$ cat config.mk
export PLATFORM = sky130hd
export DESIGN_NAME = dram_cmdloop
export DESIGN_NICKNAME = d
export VERILOG_FILES = /design/src/rtl/cmdloop_pkg.sv /design/src/rtl/cl_loop_ctr.sv /design/src/rtl/cl_cmd_enc.sv /design/src/rtl/cl_rdv_pipe.sv /design/src/rtl/dram_cmdloop.sv
export SDC_FILE = /design/constraint.sdc
export NUM_CORES = 1
export LEC_CHECK = 0
export ABC_AREA = 1
export BUFFER_PORTS_ARGS = -buffer_cell sky130_fd_sc_hd__buf_2
export CAP_MARGIN = 10
export CORE_MARGIN = 2
export CORE_UTILIZATION = 48
export DETAILED_ROUTE_END_ITERATION = 6
export HOLD_SLACK_MARGIN = 0.1
export PLACE_DENSITY_LB_ADDON = 0.1
export REMOVE_ABC_BUFFERS = 1
export SLEW_MARGIN = 20
export SYNTH_ARGS = -nofsm -noshare
export SYNTH_HDL_FRONTEND = slang
export SYNTH_SLANG_ARGS = --single-unit
$ cat constraint.sdc
create_clock -name clk -period 3.8 [get_ports clk]
set_clock_uncertainty 0.1 [all_clocks]
set_input_delay 0.57 -clock clk [delete_from_list [all_inputs] [get_ports clk]]
set_output_delay 0.57 -clock clk [all_outputs]
set_load 0.1 [all_outputs]
$ cat src/rtl/cmdloop_pkg.sv
package cmdloop_pkg;
  typedef enum logic [2:0] {K_IDLE, K_ACT, K_RD, K_PRE, K_FILL} kind_t;

  typedef struct packed {
    logic cs_n;
    logic ras_n;
    logic cas_n;
    logic we_n;
  } pins_t;

  localparam pins_t PINS_IDLE = '{cs_n: 1'b1, ras_n: 1'b1, cas_n: 1'b1, we_n: 1'b1};
  localparam pins_t PINS_ACT  = '{cs_n: 1'b0, ras_n: 1'b0, cas_n: 1'b1, we_n: 1'b1};
  localparam pins_t PINS_RD   = '{cs_n: 1'b0, ras_n: 1'b1, cas_n: 1'b0, we_n: 1'b1};
  localparam pins_t PINS_PRE  = '{cs_n: 1'b0, ras_n: 1'b0, cas_n: 1'b1, we_n: 1'b0};
endpackage

$ cat src/rtl/cl_loop_ctr.sv
module cl_loop_ctr #(
  parameter int TW  = 6,
  parameter int CLW = 4,
  localparam int CW = TW + 1
) (
  input  logic           clk,
  input  logic           rst,
  input  logic           run_en,
  input  logic           mode_i,
  input  logic [TW-1:0]  tras_i,
  input  logic [TW-1:0]  trcd_i,
  input  logic [TW-1:0]  trc_i,
  input  logic [CLW-1:0] cl_i,
  output logic           nxt_run,
  output logic [CW-1:0]  nxt_pos,
  output logic [CW-1:0]  tras_e,
  output logic [TW-1:0]  trcd_q,
  output logic [CLW-1:0] cl_e,
  output logic           rd_ok
);
  logic           run_q;
  logic [CW-1:0]  pos_q;
  logic           mode_q;
  logic [TW-1:0]  tras_q, trc_q;
  logic [CLW-1:0] cl_q;
  logic [CW-1:0]  trc_e;
  logic           at_end;

  always_comb begin
    tras_e = (tras_q == '0) ? CW'(1) : {1'b0, tras_q};
    trc_e  = ({1'b0, trc_q} > tras_e) ? {1'b0, trc_q} : tras_e + CW'(1);
    cl_e   = (cl_q == '0) ? CLW'(1) : cl_q;
    rd_ok  = mode_q && (trcd_q != '0) && ({1'b0, trcd_q} < tras_e);
    at_end = (pos_q == trc_e - CW'(1));
    if (!run_q || at_end) begin
      nxt_run = run_en;
      nxt_pos = '0;
    end else begin
      nxt_run = 1'b1;
      nxt_pos = pos_q + CW'(1);
    end
  end

  always_ff @(posedge clk) begin
    if (rst) begin
      run_q  <= 1'b0;
      pos_q  <= '0;
      mode_q <= 1'b0;
      tras_q <= '0;
      trcd_q <= '0;
      trc_q  <= '0;
      cl_q   <= '0;
    end else begin
      run_q <= nxt_run;
      pos_q <= nxt_pos;
      if (nxt_run && nxt_pos == '0) begin
        mode_q <= mode_i;
        tras_q <= tras_i;
        trcd_q <= trcd_i;
        trc_q  <= trc_i;
        cl_q   <= cl_i;
      end
    end
  end

  // a new loop inside a run begins only after the full period
  p_act_spacing_r4: assert property (@(posedge clk) disable iff (rst)
    (run_q && nxt_run && nxt_pos == '0) |-> (pos_q == trc_e - CW'(1)));

  // the run never stops partway through a loop
  p_stop_at_end_r9: assert property (@(posedge clk) disable iff (rst)
    (run_q && !nxt_run) |-> at_end);
endmodule

$ cat src/rtl/cl_cmd_enc.sv
module cl_cmd_enc
  import cmdloop_pkg::*;
#(
  parameter int AW   = 14,
  parameter int BW   = 3,
  parameter int TW   = 6,
  parameter int A10  = 10,
  parameter logic [AW-1:0] ROW_ADDR = 14'h1A5C,
  parameter logic [AW-1:0] COL_ADDR = 14'h0478,
  parameter logic [AW-1:0] FILL_PAT = 14'h2AAA,
  localparam int CW = TW + 1
) (
  input  logic          clk,
  input  logic          rst,
  input  logic          nxt_run,
  input  logic [CW-1:0] nxt_pos,
  input  logic [CW-1:0] tras_e,
  input  logic [TW-1:0] trcd_q,
  input  logic          rd_ok,
  output logic          cke,
  output logic          cs_n,
  output logic          ras_n,
  output logic          cas_n,
  output logic          we_n,
  output logic [BW-1:0] ba,
  output logic [AW-1:0] addr,
  output logic          rd_q
);
  localparam logic [AW-1:0] KEEP = ~(AW'(1) << A10);

  kind_t         kind_d, kind_q;
  pins_t         pins_d;
  logic [AW-1:0] addr_d;
  logic          ph;

  always_comb begin
    ph = nxt_pos[0];
    if (!nxt_run)                                   kind_d = K_IDLE;
    else if (nxt_pos == '0)                         kind_d = K_ACT;
    else if (nxt_pos == tras_e)                     kind_d = K_PRE;
    else if (rd_ok && nxt_pos == {1'b0, trcd_q})    kind_d = K_RD;
    else                                            kind_d = K_FILL;
    case (kind_d)
      K_ACT:   begin pins_d = PINS_ACT; addr_d = ROW_ADDR & KEEP; end
      K_PRE:   begin pins_d = PINS_PRE; addr_d = ROW_ADDR & KEEP; end
      K_RD:    begin pins_d = PINS_RD;  addr_d = COL_ADDR & KEEP; end
      K_FILL:  begin
        pins_d = '{cs_n: 1'b1, ras_n: ph, cas_n: ~ph, we_n: ph};
        addr_d = (ph ? FILL_PAT : ~FILL_PAT) & KEEP;
      end
      default: begin pins_d = PINS_IDLE; addr_d = '0; end
    endcase
  end

  always_ff @(posedge clk) begin
    if (rst) begin
      cke    <= 1'b0;
      kind_q <= K_IDLE;
      cs_n   <= 1'b1;
      ras_n  <= 1'b1;
      cas_n  <= 1'b1;
      we_n   <= 1'b1;
      addr   <= '0;
      rd_q   <= 1'b0;
    end else begin
      cke    <= 1'b1;
      kind_q <= kind_d;
      cs_n   <= pins_d.cs_n;
      ras_n  <= pins_d.ras_n;
      cas_n  <= pins_d.cas_n;
      we_n   <= pins_d.we_n;
      addr   <= addr_d;
      rd_q   <= (kind_d == K_RD);
    end
  end

  assign ba = '0;

  // checker state: cycles since the activate now on the pins
  logic [CW-1:0] age_q;
  always_ff @(posedge clk) begin
    if (rst)                    age_q <= '0;
    else if (kind_d == K_ACT)   age_q <= '0;
    else if (age_q != '1)       age_q <= age_q + CW'(1);
  end

  // precharge sits exactly the row-active time after its activate
  p_pre_spacing_r3: assert property (@(posedge clk) disable iff (rst)
    (kind_q == K_PRE) |-> (age_q == tras_e));

  // clock enable stays high once out of reset
  p_cke_high_r1: assert property (@(posedge clk) disable iff (rst)
    1'b1 |=> cke);

  // bit 10 is low whenever a command is driven
  p_a10_low_r7: assert property (@(posedge clk) disable iff (rst)
    !cs_n |-> !addr[A10]);

  // successive fillers drive inverted strobes
  p_fill_toggle_r6: assert property (@(posedge clk) disable iff (rst)
    (kind_q == K_FILL && $past(kind_q) == K_FILL) |-> (ras_n != $past(ras_n)));
endmodule

$ cat src/rtl/cl_rdv_pipe.sv
module cl_rdv_pipe #(
  parameter int CLW = 4,
  localparam int CL_MAX = (1 << CLW) - 1,
  localparam int HL = CL_MAX + 3
) (
  input  logic           clk,
  input  logic           rst,
  input  logic           rd_q,
  input  logic [CLW-1:0] cl_e,
  output logic           rd_valid
);
  logic [HL-2:0] hist_q;
  logic [HL-1:0] vec, sh;
  logic          vld_d;

  always_comb begin
    vec   = {hist_q, rd_q};
    sh    = vec >> (cl_e - CLW'(1));
    vld_d = |sh[3:0];
  end

  always_ff @(posedge clk) begin
    if (rst) begin
      hist_q   <= '0;
      rd_valid <= 1'b0;
    end else begin
      hist_q   <= vec[HL-2:0];
      rd_valid <= vld_d;
    end
  end

  // every high period lasts at least four clocks
  p_burst_len_r8: assert property (@(posedge clk) disable iff (rst)
    $fell(rd_valid) |-> $past(rd_valid, 4));

  // the strobe never rises without a read before it
  p_rise_after_read_r8: assert property (@(posedge clk) disable iff (rst)
    $rose(rd_valid) |-> (vec != '0 || hist_q != '0));
endmodule

$ cat src/rtl/dram_cmdloop.sv
module dram_cmdloop #(
  parameter int AW  = 14,
  parameter int BW  = 3,
  parameter int TW  = 6,
  parameter int CLW = 4,
  parameter logic [AW-1:0] ROW_ADDR = 14'h1A5C,
  parameter logic [AW-1:0] COL_ADDR = 14'h0478,
  parameter logic [AW-1:0] FILL_PAT = 14'h2AAA
) (
  input  logic           clk,
  input  logic           rst,
  input  logic           run_en,
  input  logic           mode_sel,
  input  logic [TW-1:0]  t_ras,
  input  logic [TW-1:0]  t_rcd,
  input  logic [TW-1:0]  t_rc,
  input  logic [CLW-1:0] cas_lat,
  output logic           cke,
  output logic           cs_n,
  output logic           ras_n,
  output logic           cas_n,
  output logic           we_n,
  output logic [BW-1:0]  ba,
  output logic [AW-1:0]  addr,
  output logic           rd_valid
);
  localparam int CW = TW + 1;

  logic           nxt_run, rd_ok, rd_q;
  logic [CW-1:0]  nxt_pos, tras_e;
  logic [TW-1:0]  trcd_q;
  logic [CLW-1:0] cl_e;

  cl_loop_ctr #(.TW(TW), .CLW(CLW)) u_ctr (
    .clk(clk), .rst(rst), .run_en(run_en), .mode_i(mode_sel),
    .tras_i(t_ras), .trcd_i(t_rcd), .trc_i(t_rc), .cl_i(cas_lat),
    .nxt_run(nxt_run), .nxt_pos(nxt_pos), .tras_e(tras_e),
    .trcd_q(trcd_q), .cl_e(cl_e), .rd_ok(rd_ok)
  );

  cl_cmd_enc #(.AW(AW), .BW(BW), .TW(TW), .A10(10), .ROW_ADDR(ROW_ADDR),
               .COL_ADDR(COL_ADDR), .FILL_PAT(FILL_PAT)) u_enc (
    .clk(clk), .rst(rst), .nxt_run(nxt_run), .nxt_pos(nxt_pos),
    .tras_e(tras_e), .trcd_q(trcd_q), .rd_ok(rd_ok),
    .cke(cke), .cs_n(cs_n), .ras_n(ras_n), .cas_n(cas_n), .we_n(we_n),
    .ba(ba), .addr(addr), .rd_q(rd_q)
  );

  cl_rdv_pipe #(.CLW(CLW)) u_rdv (
    .clk(clk), .rst(rst), .rd_q(rd_q), .cl_e(cl_e), .rd_valid(rd_valid)
  );
endmodule

==> impl_metrics.ini, run 1 <==
[status]
outcome = completed

[setup_path]
cp-start-kind = flip-flop
required_ps = 3920
crit_path_cell_trace = inv_1 > ha_1 > nand3_1 > nand2_1 > nand2_1 > nand2_2 > nand2_4 > nand2_1 > nand2_4 > ha_2 > nand2_1 > o21ai_0 > nand2_1 > nand2_1 > nor2_2 > nand2_2 > nand3_2 > nand4_2 > nor2_4 > buf_4 > nand2_4 > o21ai_0 > a21oi_1
critPathKind = flip-flop to flip-flop
cp.arrival_ps = 3670
cp-end-kind = flip-flop
slowest_delay_ps = 360
crit_fanout = 11
r2r_cells = 23
cpMaxStageDelayCell = dfxtp_2
crit_top_cell = nand2_1

[floorplan]
start_util = 0.487
fp.dieW_um = 89.1
die-area_mm2 = 0.00793
core_mm2 = 0.00714
rows = 31
die_h_um = 89.1
io_pins = 49

[timing]
hold_ws_ps = 323
fmax_ghz = 0.282
setup_viol = 0
drv_slew = 0
timing.final.ws_setup_ps = 253
slew_headroom = 0.487
fin_crit_ps = 3550
tightestPinTransition_ps = 768
min_period_over_period = 0.933
hold_viol = 0
fin_tns_setup_ps = 0

[pwr]
p_leak_nw = 2.00
power.total_w = 0.00421
vdd_drop_max_mv = 0.482
power_density_mw_per_mm2 = 1020

[hold_path]
min_path_type = flip-flop to flip-flop
hold_depth = 2

[grt]
grt-ovfl-total = 0
antenna_found_initial = 0
grtUsageTotal = 0.213
grt_start_max_net_pins = 46
grt_pass1_wl_um = 13000
grt_pass1_vias = 2829

[clock_network]
cts_root_buf = clkbuf_8
clock_sinks = 62
cts_tree = done
cts-buffers-inserted = 9
htreeDepth = 3
clkLatencyLatePin_ps = 330
path_clk_slew_ps = 80
cts_buffer_depth = 2
cts_hold_buf = 0

[place]
globalplace.congestion = 0.902
io_buffers = 44
placed_area_mm2 = 0.00375
dpl.hpwl_um = 6030
dp_slack_ps = 15.5

[cells_and_area]
most-common-layout-cells = 96 x nand2_1, 71 x inv_1, 56 x dfxtp_1, 44 x buf_2
insertedDiodeCount = 0
stdcell_area_mm2 = 0.00412
final_common_cell = nand2_1
drive_gt1_frac = 0.255
area_growth_pct = 18.6
nNetsFinal = 588

[routing]
wl_um = 8660
vias = 3284
drc = 0
final_antenna_net_count = 0
via_per_inst = 5.04
drtIter0Drc = 163
first_pass_iters = 5
wire_per_inst_um = 13.3

[logic_synthesis]
synth-simple-area-share = 0.300
synth_top_area_frac = 0.357
yosysUniqueCellTypes = 36
synth_fa_ha_area_frac = 0.0504
synth_largest_area_cell = dfxtp_1
synth_seq_area_share = 0.357
synth_seq_cells = 62
synth_compound_area_frac = 0.134
yosys_warnings = 0
synth_xor_area_frac = 0.0177
synth_area_leaders = dfxtp_1 36%, nand2_1 11%, inv_1 7.7%
synth_top_family_by_area = simple AND/OR/NAND/NOR gates
syn_area_per_cell_um2 = 7.09
netlist_instances = 490
netlist_area_mm2 = 0.00347
synth_mux_area_frac = 0

[job]
drv_cap = 0
## per-layer routing
metal / wire [µm] / track usage / vias to the layer above / part of all wire
met5: 0 / 0 / - / 0
met4: 187 / 0.0611 / 0 / 0.022
met3: 461 / 0.0545 / 17 / 0.053
met2: 4020 / 0.337 / 90 / 0.46
met1: 4000 / 0.289 / 1486 / 0.46
li1: - / - / 1691 / -
## worst paths after layout
| kind | from | to | slack, ps |
|---|---|---|---|
| setup / recovery | u_ctr.tras_q[1] | u_ctr.cl_q[0] | 250 |
| hold / removal | u_rdv.hist_q[8] | u_rdv.hist_q[9] | 320 |
| setup reg to reg | u_ctr.tras_q[1] | u_ctr.cl_q[0] | 250 |
| hold reg to reg | u_rdv.hist_q[8] | u_rdv.hist_q[9] | 320 |
## repair_timing
| action | CTS | global route |
|---|---|---|
| endpoints found under the hold margin | 0 | 0 |
| resized for setup | 0 | 20 |
| endpoints found under the setup margin | 0 | 35 |
| buffers inserted | 0 | 9 |
## per-stage QoR
stage / utilization / cells
detailed placement: 0.525 / 624
CTS: 0.553 / 640
global placement: 0.525 / 624
finish: 0.577 / 652
global route: 0.577 / 652
floorplan: - / 466
## power by group
group	internal (W)	total, W	switching [W]
Combinational	0.000868	0.00273	0.00187
Clock	0.000305	0.000585	0.000280
Sequential	0.000785	0.000887	0.000102
Total	0.00196	0.00421	0.00225
## state kept, by name (all words and copies together) (netlist names), 4 cells and up
| register | count |
|---|---|
| u_ctr.tras_q | 6 |
| u_ctr.trcd_q | 6 |
| u_ctr.trc_q | 6 |
| u_enc.addr | 7 |
| u_rdv.hist_q | 17 |
| u_ctr.pos_q | 7 |
| u_ctr.cl_q | 4 |
## cell usage after synthesis
cell type,number
a21oi_1,37
o21ai_2,6
a211oi_1,1
a21o_1,1
nor4_1,1
nand2_1,98
a32o_1,1
o21ai_4,1
buf_4,10
nor2_4,2
dfxtp_1,62
o21ai_0,10
buf_6,7
o2111ai_1,2
nor3_1,4
nand4_1,14
xor2_1,5
inv_1,71
xnor2_1,2
nand2_2,8
buf_2,3
nand2_4,3
o21bai_1,2
nand3_1,41
o22ai_1,1
nor2_2,8
o21ai_1,10
o211ai_1,5
nand4_2,2
clkbuf_1,7
nor2_1,41
inv_2,6
conb_1,1
ha_1,14
nand3_2,2
a311o_1,1
## critical path: cells and delay by family (launching register included)
kind                       cells  cell delay [ps]
buffers and inverters          2              260
and+or+nand+nor               16             1800
adders and majority gates      2              570
AOI/OAI and AO/OA              3              320
DFF                            1              360
## area by class of cell
| cell class | instances | area, µm² |
|---|---|---|
| Inverter | 77 | 289 |
| Tap cell | 99 | 124 |
| Fill cell | 728 | 3020 |
| Clock buffer | 9 | 124 |
| Multi-Input combinational cell | 330 | 1860 |
| Clock inverter | 7 | 73.8 |
| Timing Repair Buffer | 68 | 400 |
| Sequential cell | 62 | 1250 |
## logic make-up (layout without fill, tap and decap cells)
| logic type | count (synthesis) | count (layout) |
|---|---|---|
| adders and majority gates | 14 | 14 |
| and+or+nand+nor | 224 | 227 |
| other | 1 | 4 |
| buffers and inverters | 104 | 161 |
| DFF | 62 | 62 |
| xor gates and xnor gates | 7 | 7 |
| AOI/OAI and AO/OA | 78 | 78 |
Power figures use the tool's default switching activity.
==> run 2, diff against run 1 <==
REMOVE_ABC_BUFFERS = not set   (was 1)
==> run 2 against run 1 <==
Effect of this change: the run now ends with DRC left; via count decreased by 3.3%; wire length decreased by 5.5%; cell area decreased by 1.3%; hold slack got worse by 3.8 ps; cell count decreased by 2.3%; total power about the same; sequential power increased by 1%; global-route usage about the same; register-to-register slack got worse by 20 ps; sequential share of layout area increased by 0.42 points; largest power group unchanged.
==> impl_metrics.ini, run 2 (synthesis gave the netlist of run 1 again) <==
[setup_path]
reg2reg_to = u_enc.we_n
slowest_delay_ps = 380
cp.arrival_ps = 3660
cp-start-kind = flip-flop
reg2reg_from = u_ctr.tras_q[2]
critPathKind = flip-flop to flip-flop
crit_path_cell_trace = inv_2 > ha_1 > a21oi_1 > nand2_1 > nand2_1 > nand2_2 > nand2_2 > nand2_1 > nand2_4 > ha_2 > xnor2_1 > a21oi_1 > nand3_1 > nor2_4 > nand2_4 > nand3_1 > buf_4 > nand2_1 > nand3_1 > nor2_2 > nand2_1 > nor2_4 > o21ai_4 > nand4_1
crit_fanout = 6
required_ps = 3890
crit_top_cell = nand2_1
cp-end-kind = flip-flop
r2r_cells = 24
cpMaxStageDelayCell = dfxtp_4
ff2ff_setup_slack_ps = 230

[grt]
grt_start_max_net_pins = 45
grt-ovfl-total = 0
antenna_found_initial = 0
grtUsageTotal = 0.213
grt_pass1_vias = 2740
grt_pass1_wl_um = 13000

[clock_network]
cts_root_buf = clkbuf_8
clock_sinks = 62
path_clk_slew_ps = 80
htreeDepth = 3
cts_buffer_depth = 2
cts-buffers-inserted = 9
cts_tree = done
postCtsSetupBuffers = 0
clkLatencyLatePin_ps = 340

[timing]
tightestPinTransition_ps = 768
min_period_over_period = 0.938
drv_slew = 0
hold_viol = 0
slew_headroom = 0.487
fin_crit_ps = 3570
setup_viol = 0
timing.final.ws_setup_ps = 234
fmax_ghz = 0.280

[status]
outcome = finished, violations left
violations = DRC

[hold_path]
hold_depth = 2
min_to = u_rdv.hist_q[11]
min_from = u_rdv.hist_q[10]
min_path_type = flip-flop to flip-flop

[place]
globalplace.congestion = 0.887
io_buffers = 44
dpl.hpwl_um = 6020
dp_slack_ps = 36.9

[cells_and_area]
final_common_cell = nand2_1
drive_gt1_frac = 0.236
area_growth_pct = 17.0
insertedDiodeCount = 0
largest_reg_flops = 17
most-common-layout-cells = 97 x nand2_1, 70 x inv_1, 57 x dfxtp_1, 44 x buf_2, 38 x nor2_1
reg.largest.list = u_rdv.hist_q: 17 flops, u_ctr.pos_q: 7 flops, u_enc.addr: 7 flops
finalCoreUtilization = 0.570
fillers = 718
nNetsFinal = 573
regMostFlops = u_rdv.hist_q

[pwr]
power_density_mw_per_mm2 = 1030
power.total_w = 0.00421
p_leak_nw = 1.94
vdd_drop_max_mv = 0.394

[floorplan]
die_h_um = 89.1
die-area_mm2 = 0.00793
start_util = 0.487
rows = 31
fp.dieW_um = 89.1
io_pins = 49
core_mm2 = 0.00714

[routing]
wire_per_inst_um = 12.8
drtIter0Drc = 257
final_antenna_net_count = 0
vias = 3177
drc = 1
first_pass_iters = 7
wl_um = 8180
via_per_inst = 4.99

[job]
drv_cap = 0
## run 2: cell types whose count changed in the layout (fill, tap and decap cells not counted), moves of 3 or more
cell / previous run / this run
nor2_4: 3 / 6
o21ai_1: 10 / 13
nor2_2: 10 / 7
buf_4: 24 / 8
o21ai_0: 10 / 7
## run 2: final cells by class
type	count	area, µm²	share of cell area
inverters	77	289	0.0711
flip-flops and latches	62	1250	0.307
multi-input cells	329	1850	0.455
clock inverters	7	104	0.0255
well taps	99	124	0.0305
repair buffers	54	325	0.0800
clock buffers	9	124	0.0305
## run 2: how the worst max path moves through the flow
stage / slack (ps) / start / end / depth (start not counted)
final: 230 / u_ctr.tras_q[2] / u_enc.we_n / 24
after global routing: -50 / u_ctr.tras_q[2] / u_ctr.trcd_q[4] / 22
after CTS: 40 / u_ctr.tras_q[3] / u_enc.cas_n / 23
after detailed placement: 40 / u_ctr.tras_q[3] / u_enc.addr[6] / 23
after global placement: 120 / u_ctr.tras_q[3] / u_enc.cas_n / 23
after floorplan: 520 / u_ctr.tras_q[2] / u_ctr.tras_q[5] / 26
## run 2: per-stage QoR
step | hold WS, ps | cells | cell area (µm²) | setup TNS (ps)
2_1_floorplan | 303 | 493 | 3480 | 0
3_3_place_gp | 309 | 618 | 3710 | 0
3_5_place_dp | 315 | 618 | 3710 | 0
4_1_cts | 328 | 634 | 3940 | 0
5_1_grt | 350 | 637 | 4070 | -433
6_report | 319 | 637 | 4070 | 0
## run 2: layer usage
| metal | wire [µm] | share of wire | GRT usage | up-vias |
|---|---|---|---|---|
| met1 | 4090 | 0.50 | 0.324 | 1403 |
| met4 | 88 | 0.011 | 0.0665 | 0 |
| met5 | 0 | 0 | 0 | - |
| met3 | 601 | 0.073 | 0.0517 | 9 |
| met2 | 3400 | 0.42 | 0.294 | 112 |
| li1 | - | - | - | 1653 |
## run 2: repair_timing
action / CTS / global route
hold buffers: 0 / 0
setup endpoints to repair: 0 / 35
resized for setup: 0 / 27
## run 2: where the power goes
part           internal [W]  switching [W]  total, W
logic              0.000813        0.00182   0.00264
clock network      0.000378       0.000292  0.000670
registers          0.000785       0.000112  0.000898
total               0.00198        0.00223   0.00421
## run 2: critical path, delay by kind of cell (launching register included)
| family | cells | cell delay, ps |
|---|---|---|
| adders and majority gates | 2 | 630 |
| buffers and inverters | 2 | 210 |
| DFF | 1 | 380 |
| and+or+nand+nor | 16 | 1500 |
| AOI/OAI and AO/OA | 3 | 480 |
| xor gates and xnor gates | 1 | 120 |
